===== src/rtl/sds_pkg.sv =====
package sds_pkg;
  localparam int CODE_W = 4;
  localparam int ANN_W  = 2;
  localparam int ADDR_W = 4;
  localparam int SEG_W  = 7;
  localparam int FRAME_W = CODE_W + ANN_W + ADDR_W;

  typedef struct packed {
    logic [ADDR_W-1:0] addr;
    logic [ANN_W-1:0]  ann;
    logic [CODE_W-1:0] code;
  } frame_t;

  // segment vector: bit0 = a ... bit6 = g
  function automatic logic [SEG_W-1:0] seg_hex(input logic [CODE_W-1:0] c);
    logic [SEG_W-1:0] s;
    case (c)
      4'h0: s = 7'h3F; 4'h1: s = 7'h06; 4'h2: s = 7'h5B; 4'h3: s = 7'h4F;
      4'h4: s = 7'h66; 4'h5: s = 7'h6D; 4'h6: s = 7'h7D; 4'h7: s = 7'h07;
      4'h8: s = 7'h7F; 4'h9: s = 7'h6F; 4'hA: s = 7'h77; 4'hB: s = 7'h7C;
      4'hC: s = 7'h39; 4'hD: s = 7'h5E; 4'hE: s = 7'h79; default: s = 7'h71;
    endcase
    return s;
  endfunction

  function automatic logic [SEG_W-1:0] seg_dec(input logic [CODE_W-1:0] c);
    logic [SEG_W-1:0] s;
    case (c)
      4'hA: s = 7'h40;   // dash
      4'hB: s = 7'h79;   // E
      4'hC: s = 7'h76;   // H
      4'hD: s = 7'h38;   // L
      4'hE: s = 7'h73;   // P
      4'hF: s = 7'h00;   // blank
      default: s = seg_hex(c);
    endcase
    return s;
  endfunction
endpackage


===== src/rtl/sds_edge.sv =====
module sds_edge #(
  parameter int STAGES = 2
) (
  input  logic clk,
  input  logic rst_n,
  input  logic d_i,
  output logic rise_o
);
  logic [STAGES:0] pipe_q;
  logic [STAGES:0] pipe_d;

  always_comb pipe_d = {pipe_q[STAGES-1:0], d_i};

  always_ff @(posedge clk or negedge rst_n) begin
    if (!rst_n) pipe_q <= '0;
    else        pipe_q <= pipe_d;
  end

  assign rise_o = pipe_q[STAGES-1] & ~pipe_q[STAGES];
endmodule


===== src/rtl/sds_shifter.sv =====
module sds_shifter
  import sds_pkg::*;
#(
  parameter int BITS = FRAME_W
) (
  input  logic            clk,
  input  logic            rst_n,
  input  logic            bit_i,
  input  logic            shift_i,
  input  logic            clear_i,
  output logic [BITS-1:0] word_o,
  output logic            full_o
);
  localparam int CNT_W = $clog2(BITS + 1);
  localparam logic [CNT_W-1:0] CNT_FULL = CNT_W'(BITS);

  logic [BITS-1:0]  sr_q, sr_d;
  logic [CNT_W-1:0] cnt_q, cnt_d;
  logic             en;

  always_comb begin
    sr_d  = sr_q;
    cnt_d = cnt_q;
    en    = clear_i | shift_i;
    if (clear_i || (shift_i && cnt_q == CNT_FULL)) begin
      sr_d  = '0;
      cnt_d = '0;
    end else if (shift_i) begin
      sr_d  = {bit_i, sr_q[BITS-1:1]};
      cnt_d = cnt_q + 1'b1;
    end
  end

  always_ff @(posedge clk or negedge rst_n) begin
    if (!rst_n) begin
      sr_q  <= '0;
      cnt_q <= '0;
    end else if (en) begin
      sr_q  <= sr_d;
      cnt_q <= cnt_d;
    end
  end

  assign word_o = sr_q;
  assign full_o = (cnt_q == CNT_FULL);

  p_cnt_bound_r3: assert property (@(posedge clk) disable iff (!rst_n)
    cnt_q <= CNT_FULL);
  p_full_needs_shift_r3: assert property (@(posedge clk) disable iff (!rst_n)
    $rose(full_o) |-> $past(shift_i));
  p_overrun_drop_r4: assert property (@(posedge clk) disable iff (!rst_n)
    (shift_i && !clear_i && full_o) |=> (cnt_q == '0 && !full_o));
  p_write_clears_r6: assert property (@(posedge clk) disable iff (!rst_n)
    clear_i |=> cnt_q == '0);
endmodule


===== src/rtl/sds_seg_decode.sv =====
module sds_seg_decode
  import sds_pkg::*;
#(
  parameter bit CODE_HEX = 1'b0
) (
  input  logic [CODE_W-1:0] code_i,
  output logic [SEG_W-1:0]  seg_o
);
  generate
    if (CODE_HEX) begin : g_hex
      always_comb seg_o = seg_hex(code_i);
    end else begin : g_dec
      always_comb seg_o = seg_dec(code_i);
    end
  endgenerate
endmodule


===== src/rtl/serial_digit_store.sv =====
module serial_digit_store
  import sds_pkg::*;
#(
  parameter int NUM_DIGITS  = 10,
  parameter bit CODE_HEX    = 1'b0,
  parameter int SYNC_STAGES = 2
) (
  input  logic                      clk,
  input  logic                      rst_n,
  input  logic                      sdata_i,
  input  logic                      sclk_i,
  input  logic                      wr_i,
  input  logic                      shutdown_i,
  output logic                      accept_n_o,
  output logic [NUM_DIGITS*SEG_W-1:0] seg_o,
  output logic [NUM_DIGITS*ANN_W-1:0] ann_o
);
  localparam int SEGS_ALL = NUM_DIGITS * SEG_W;
  localparam int ANNS_ALL = NUM_DIGITS * ANN_W;

  // reset release synchroniser
  logic [1:0] rst_pipe_q;
  logic       rst_int_n;
  always_ff @(posedge clk or negedge rst_n) begin
    if (!rst_n) rst_pipe_q <= '0;
    else        rst_pipe_q <= {rst_pipe_q[0], 1'b1};
  end
  assign rst_int_n = rst_pipe_q[1];

  // data line is delayed to match the clock synchroniser
  logic [SYNC_STAGES-1:0] dat_q;
  always_ff @(posedge clk or negedge rst_int_n) begin
    if (!rst_int_n) dat_q <= '0;
    else            dat_q <= {dat_q[SYNC_STAGES-2:0], sdata_i};
  end

  logic sclk_rise, wr_rise;
  sds_edge #(.STAGES(SYNC_STAGES)) u_sclk_edge (
    .clk(clk), .rst_n(rst_int_n), .d_i(sclk_i), .rise_o(sclk_rise));
  sds_edge #(.STAGES(SYNC_STAGES)) u_wr_edge (
    .clk(clk), .rst_n(rst_int_n), .d_i(wr_i), .rise_o(wr_rise));

  logic [FRAME_W-1:0] word;
  logic               full;
  frame_t             frm;
  sds_shifter #(.BITS(FRAME_W)) u_shift (
    .clk(clk), .rst_n(rst_int_n), .bit_i(dat_q[SYNC_STAGES-1]),
    .shift_i(sclk_rise), .clear_i(wr_rise), .word_o(word), .full_o(full));
  assign frm = frame_t'(word);

  logic [SEG_W-1:0] seg_new;
  sds_seg_decode #(.CODE_HEX(CODE_HEX)) u_dec (
    .code_i(frm.code), .seg_o(seg_new));

  logic                  commit;
  logic [NUM_DIGITS-1:0] wr_sel;
  logic [SEG_W-1:0]      seg_q [NUM_DIGITS];
  logic [ANN_W-1:0]      ann_q [NUM_DIGITS];
  logic [SEGS_ALL-1:0]   seg_flat;
  logic [ANNS_ALL-1:0]   ann_flat;

  assign commit = wr_rise & full;

  genvar gi;
  generate
    for (gi = 0; gi < NUM_DIGITS; gi++) begin : g_digit
      assign wr_sel[gi] = commit && (frm.addr == ADDR_W'(gi));
      always_ff @(posedge clk or negedge rst_int_n) begin
        if (!rst_int_n) begin
          seg_q[gi] <= '0;
          ann_q[gi] <= '0;
        end else if (wr_sel[gi]) begin
          seg_q[gi] <= seg_new;
          ann_q[gi] <= frm.ann;
        end
      end
      assign seg_flat[gi*SEG_W +: SEG_W] = seg_q[gi];
      assign ann_flat[gi*ANN_W +: ANN_W] = ann_q[gi];
    end
  endgenerate

  assign accept_n_o = ~full;
  assign seg_o      = shutdown_i ? '0 : seg_flat;
  assign ann_o      = shutdown_i ? '0 : ann_flat;

  p_one_digit_r5: assert property (@(posedge clk) disable iff (!rst_int_n)
    $onehot0(wr_sel));
  p_short_write_r6: assert property (@(posedge clk) disable iff (!rst_int_n)
    (wr_rise && !full) |=> ($stable(seg_flat) && $stable(ann_flat)));
  p_bad_addr_r7: assert property (@(posedge clk) disable iff (!rst_int_n)
    (wr_rise && int'(frm.addr) >= NUM_DIGITS) |=> ($stable(seg_flat) && $stable(ann_flat)));
  p_blank_r10: assert property (@(posedge clk) disable iff (!rst_int_n)
    shutdown_i |-> ($countones(seg_o) == 0 && $countones(ann_o) == 0));
endmodule


===== config.mk =====
export PLATFORM = sky130hd
export DESIGN_NAME = serial_digit_store
export DESIGN_NICKNAME = d
export VERILOG_FILES = /design/src/rtl/sds_pkg.sv /design/src/rtl/sds_edge.sv /design/src/rtl/sds_shifter.sv /design/src/rtl/sds_seg_decode.sv /design/src/rtl/serial_digit_store.sv
export SDC_FILE = /design/constraint.sdc
export NUM_CORES = 1
export LEC_CHECK = 0
export ABC_AREA = 0
export BUFFER_PORTS_ARGS = -buffer_cell sky130_fd_sc_hd__buf_2
export CELL_PAD_IN_SITES_DETAIL_PLACEMENT = 2
export CELL_PAD_IN_SITES_GLOBAL_PLACEMENT = 2
export CORE_MARGIN = 3
export CORE_UTILIZATION = 37
export DETAILED_ROUTE_END_ITERATION = 7
export PLACE_DENSITY_LB_ADDON = 0.1
export SLEW_MARGIN = 25
export SYNTH_ARGS = -nofsm -noshare
export SYNTH_HDL_FRONTEND = slang
export SYNTH_SLANG_ARGS = --single-unit

===== constraint.sdc =====
create_clock -name clk -period 3.8 [get_ports clk]
set_input_delay 0.38 -clock clk [delete_from_list [all_inputs] [get_ports clk]]
set_output_delay 0.38 -clock clk [all_outputs]
set_load 0.02 [all_outputs]

# Word level (Yosys, flattened, before mapping)
# Memory sizes are Yosys's and may differ from the RTL's.
# Cells that the tools add are included.
[classes]
n_addsub = 1
eq_ne = 16
n_mux = 7
bitwise_logic = 7
reduce_logical = 15
[ops]
columns = ["operator", "n"]
rows = [
  ["2-to-1 mux 70 bit", 1],
  ["case mux 7 bit (6 select lines)", 1],
  ["== test 4 bit, second input constant", 9],
  ["2-to-1 mux 10 bit", 2],
  ["2-to-1 mux 20 bit", 1],
  ["== test 4 x 3 -> 1 bit, second input constant", 4],
  ["logical AND 1 bit", 11],
  ["== test 4 x 2 -> 1 bit, second input constant", 2],
  ["2-to-1 mux 4 bit", 2],
  ["adder 4 x 1 -> 4 bit, second input constant", 1],
  ["== test 4 x 1 -> 1 bit, second input constant", 1],
  ["zero test 4 bit", 1],
  ["bitwise AND 1 bit", 3],
  ["NOT 1 bit", 3],
  ["AND reduction 2 bit", 1],
  ["nonzero test 2 bit", 1],
  ["logical OR 1 bit", 1],
  ["OR 1 bit", 1],
]
[totals]
regBits = 114
rom_bits = 112
out_inout_bits = 91
wordCells = 73
n_memories = 1
[mem_list]
columns = ["memory", "words", "width", "read_ports", "rd_ports_with_merged_regs", "wr", "line_no", "source"]
rows = [
  ["(name not given)", 16, 7, 1, 0, 0, "sds_pkg.sv:17", "case (c)"],
]

# Longest topological paths before layout
[depth]
ltp_word = 6
mapped_depth = 9
mapped_depth_nobuf = 7

# Cells and area by module
# Synthesis repeated with hierarchy kept, for this count alone.
[hier_totals]
hier_cells = 425
hier_area_um2 = 5363.9
[by_module_without_submodules]
columns = ["mod", "instances", "cells_each", "area_per_inst_um2", "seq_area_each_um2"]
rows = [
  ["serial_digit_store", 1, 315, 4196.5, 2352.3],
  ["sds_shifter", 1, 45, 588.1, 350.3],
  ["sds_seg_decode", 1, 57, 401.6, 0.0],
  ["sds_edge", 2, 4, 88.8, 75.1],
]

# Worst setup path after synthesis
# No wires, ideal clock.
[synth_timing]
path_kind = "register to register"
start = "register u_shift.cnt_q[0]"
end = "register ann_q, in the netlist ann_flat[6]"
setup_time_ns = 0.125
t_arrival_ns = 1.793
t_required_ns = 3.675
setup_slack_ns = 1.882
stages_incl_launch_ff = 9
synth_period_minus_slack_ns = 1.918
path_cell_list = "dfrtp_1 -> inv_1 -> ha_1 -> and3b_1 -> buf_4 -> inv_1 -> nor4_4 -> buf_6 -> mux2_2"
[synth_via]
elab_chain_cells = 3
[synth_rtl]
columns = ["element", "line_no", "source"]
rows = [
  ["from (decl)", "sds_shifter.sv:18", "logic [CNT_W-1:0] cnt_q, cnt_d;"],
  ["from (signal assigned)", "sds_shifter.sv:40", "cnt_q <= cnt_d;"],
  ["== test 4 bit", "sds_shifter.sv:45", "assign full_o = (cnt_q == CNT_FULL);"],
  ["bitwise AND 1 bit", "serial_digit_store.sv:62", "assign commit = wr_rise & full;"],
  ["logical AND 1 bit", "serial_digit_store.sv:67", "assign wr_sel[gi] = commit && (frm.addr == ADDR_W'(gi));"],
  ["to (signal, indexed assignment)", "serial_digit_store.sv:74", "ann_q[gi] <= frm.ann;"],
  ["to (decl)", "serial_digit_store.sv:58", "logic [ANN_W-1:0] ann_q [NUM_DIGITS];"],
]
# Every way passes these cells.
# A chain may end at the register's enable or synchronous reset.

# Worst setup path after layout
[layout_timing]
start = "register u_shift.cnt_q[0]"
end = "register seg_q, in the netlist seg_flat[49]"
[layout_via]
elab_chain_cells = 3
[layout_rtl]
columns = ["element", "line_no", "source"]
rows = [
  ["== test 4 bit", "sds_shifter.sv:45", ""],
  ["bitwise AND 1 bit", "serial_digit_store.sv:62", ""],
  ["logical AND 1 bit", "serial_digit_store.sv:67", ""],
  ["to (signal, indexed assignment)", "serial_digit_store.sv:73", "seg_q[gi] <= seg_new;"],
  ["to (decl)", "serial_digit_store.sv:57", "logic [SEG_W-1:0] seg_q [NUM_DIGITS];"],
]
# Every way passes these cells.

==> metrics.txt <==
per-cell routed wire length=19.89 um; source-to-sink clock delay at the later pin of the worst-skew pair=410 ps; footprint of the flip-flops and latches=around 2900 sq um; global-route wire length before repair=23660 um; Ports=97; count of buffers from port buffering=96; final-stage net count=564; accumulated negative setup slack=0 ps; reported leakage power=around 3.4 nW; distinct cell type count after synthesis=52; finished layout cell area=roughly 6700 sq um; Detailed Routing Iterations Pass 1=4; final critical-path share of the clock period=0.6742; Critical Path AT=~2900 ps; kind of path behind the tightest hold check=primary input to flop; clock tree from TritonCTS=yes; final number of max-transition violations=0; remaining max-slew budget at the tightest pin=0.3669; antenna violations before repair=0; area overhead of the layout relative to synthesis=22.59%; final hold violation count=0; num rows=43; Core Region=about 14000 sq um; Slew @ Worst Pin=between 900 and 1000 ps; setup repair after global routing missed its margin=false; antenna-violating nets left=0; fraction of registers with async set or reset after synthesis=1.000; mean instance size in the synthesized netlist=between 10 and 15 sq um; setup fix buffers added after clock tree synthesis=0; number of violations of the max-capacitance limit=0; number of buffers created by CTS=17; Area after DPL=~6000 sq um; starting DRC count in detailed routing=123; die height=~130 um; Post-Route Skew=between 7 and 8 ps; maximum number of pins on one net before global-route repair=57; Synth Register Bits=roughly 110; Post-synth EDFFs=0; via total after detailed routing=3767; share of the yosys chip area belonging to registers=0.5256; total congestion overflow after global routing=0; DRT Wirelength=~15000 um; CTS clk-pin slew, worst paths=50 ps; vias in the first global route=between 4000 and 5000; Syn. warnings=0; Post-Synthesis Net Count=468; number of fillers in the final layout=1435; clk root buf=clkbuf_16; Setup violations, final=0; estimated wirelength of the detail-placed design=9872 um; critical-path maximum fanout=11; number of DRC violations after detailed routing=0; overall track demand over capacity in global routing=0.1910; VDD IR max=~0.31 mV; netlist area before placement=5428 sq um; startpoint type of the worst setup path=flop; fraction of layout cells with a size suffix above 1=0.3993; post-synthesis cell count=about 450; highest achievable clock rate=0.3903 GHz; number of levels in the clock H-tree=4; total area of multi-input combinational cells=about 2400 sq um; area enclosed by the die boundary=approximately 16000 sq um; Critical Path End Type=flop; areal power density over the cells=480.3 nW/um^2; TritonCTS Sinks=roughly 110; most used flip-flop cell after synthesis=dfrtp_1; cells resized by post-CTS repair=0; Initial Utilization=0.3851; category of the most critical setup path=flop to flop; overall die width=127.1 um; Req. time, crit path=4090 ps; buffer depth of the longest clock path=2; global placer's final weighted congestion=roughly 0.76; result of the run=finished, final reports clean; number of antenna cells inserted=0; final critical-path required period=between 2000 and 3000 ps; vias per cell=5.084
[repair_timing]
item | 4_1_cts | 5_1_grt
setup endpoints to repair | 0 | 0
hold buffers | 1 | 0
hold endpoints to repair | 2 | 0
[power breakdown]
| group | switching, mW | internal, mW | leakage (nW) |
|---|---|---|---|
| registers | 0.0781 | 1.27 | 1.56 |
| clock network | 0.549 | 1.03 | 0.289 |
| logic | 0.173 | 0.0979 | 1.60 |
| total | 0.799 | 2.40 | 3.45 |
[critical path: stages (launching register included)]
cell	delay [ps]
dfrtp_1	420
inv_1	90
ha_1	140
and3b_1	410
inv_1	180
nor3_2	790
mux2_2	410
[state kept, by name (all words and copies together), names as in the netlist]
name and flops:
ann_flat 20, u_wr_edge.pipe_q 3, u_shift.word_o 10, rst_pipe_q 2
u_sclk_edge.pipe_q 3, dat_q 2, seg_flat 70, u_shift.cnt_q 4
[worst paths after layout]
| check | from | endpoint | slack, ps | cells after the start |
|---|---|---|---|---|
| setup / recovery | u_shift.cnt_q[0] | seg_flat[49] | 1240 | 6 |
| max in group asynchronous | rst_pipe_q[1] | seg_flat[49] | 2520 | 1 |
| setup reg to reg | u_shift.cnt_q[0] | seg_flat[49] | 1240 | 6 |
| min in group asynchronous | rst_n | rst_pipe_q[0] | 280 | 2 |
| hold / removal | wr_i | u_wr_edge.pipe_q[0] | 80 | 1 |
| hold reg to reg | u_sclk_edge.pipe_q[0] | u_sclk_edge.pipe_q[1] | 350 | 0 |
[area by class of cell]
class	instances	share of cell area
Clock inverter	9	0.01561
Tap cell	180	0.03385
Clock buffer	23	0.07334
Multi-Input combinational cell	303	0.3629
Sequential cell	114	0.4293
Timing Repair Buffer	102	0.07935
Inverter	10	0.005641
[stage by stage]
step / power [mW] / setup slack (ps) / hold slack [ps] / cells / utilization
floorplan: 1.535 / 389.0 / 84.41 / 452 / -
global placement: 1.624 / 1357 / 165.0 / 708 / 0.4288
detailed placement: 1.644 / 1275 / 166.4 / 708 / 0.4288
CTS: 3.245 / 1271 / 56.63 / 741 / 0.4715
global route: 3.345 / 1069 / 53.83 / 741 / 0.4720
finish: 3.196 / 1238 / 76.68 / 741 / 0.4720
[cells in the mapped netlist (3+ instances only)]
cell | n | area (sq um)
o21ai_0 | 19 | 95.09
nand2_1 | 28 | 105.1
buf_4 | 5 | 37.54
nor2_1 | 10 | 37.54
mux2_2 | 74 | 833.3
ha_1 | 10 | 125.1
mux2_1 | 7 | 78.83
nand2b_1 | 6 | 37.54
dfrtp_1 | 114 | 2853
o21a_1 | 3 | 22.52
a21oi_1 | 6 | 30.03
clkbuf_1 | 16 | 60.06
o21ai_1 | 3 | 15.01
nor3_1 | 3 | 15.01
nor2b_1 | 93 | 581.8
inv_1 | 9 | 33.78
nand3_1 | 3 | 15.01
[cells in the final DEF (no fill, tap or decap), types with 2 or more instances in the layout]
| master | count |
|---|---|
| mux2_2 | 74 |
| dfrtp_1 | 113 |
| mux2_1 | 7 |
| nand3_1 | 3 |
| nand3_2 | 2 |
| nand2_1 | 28 |
| o21ai_1 | 3 |
| a21oi_1 | 6 |
| o21ai_2 | 2 |
| o21a_1 | 3 |
| nor3_1 | 3 |
| nor2_1 | 10 |
| nand2b_1 | 6 |
| clkinv_2 | 4 |
| clkinvlp_4 | 2 |
| ha_1 | 10 |
| and2_1 | 2 |
| a31oi_1 | 2 |
| clkbuf_1 | 2 |
| nor2b_1 | 93 |
| o21ai_0 | 19 |
| bufinv_16 | 2 |
| buf_2 | 96 |
| clkbuf_16 | 17 |
| buf_4 | 5 |
| clkbuf_8 | 4 |
| inv_1 | 9 |
| o22ai_1 | 2 |
| nor3b_1 | 2 |
[per-layer routing]
metal	global-route usage	part of all wire	wire length (um)	vias up
li1	-	-	-	1726
met1	0.2433	0.44	6540	1943
met2	0.3194	0.50	7400	82
met3	0.05100	0.038	556	16
met4	0.05804	0.016	243	0
met5	0	0	0	-
[cells by family (layout without fill, tap and decap cells)]
kind of cell             after synthesis  count (layout)  share of synthesized area
AND/OR/NAND/NOR                      160             160                     0.1821
flip-flops                           114             114                     0.5256
other                                  1               1                  0.0006909
XOR/XNOR                               1               1                   0.001614
buffers and inverters                 35             144                    0.03089
AO/OA/AOI/OAI                         49              49                    0.06386
adder cells (fa/ha/maj)               10              10                    0.02305
multiplexers                          82              82                     0.1722
No activity file was read; power rests on OpenSTA's default activity.
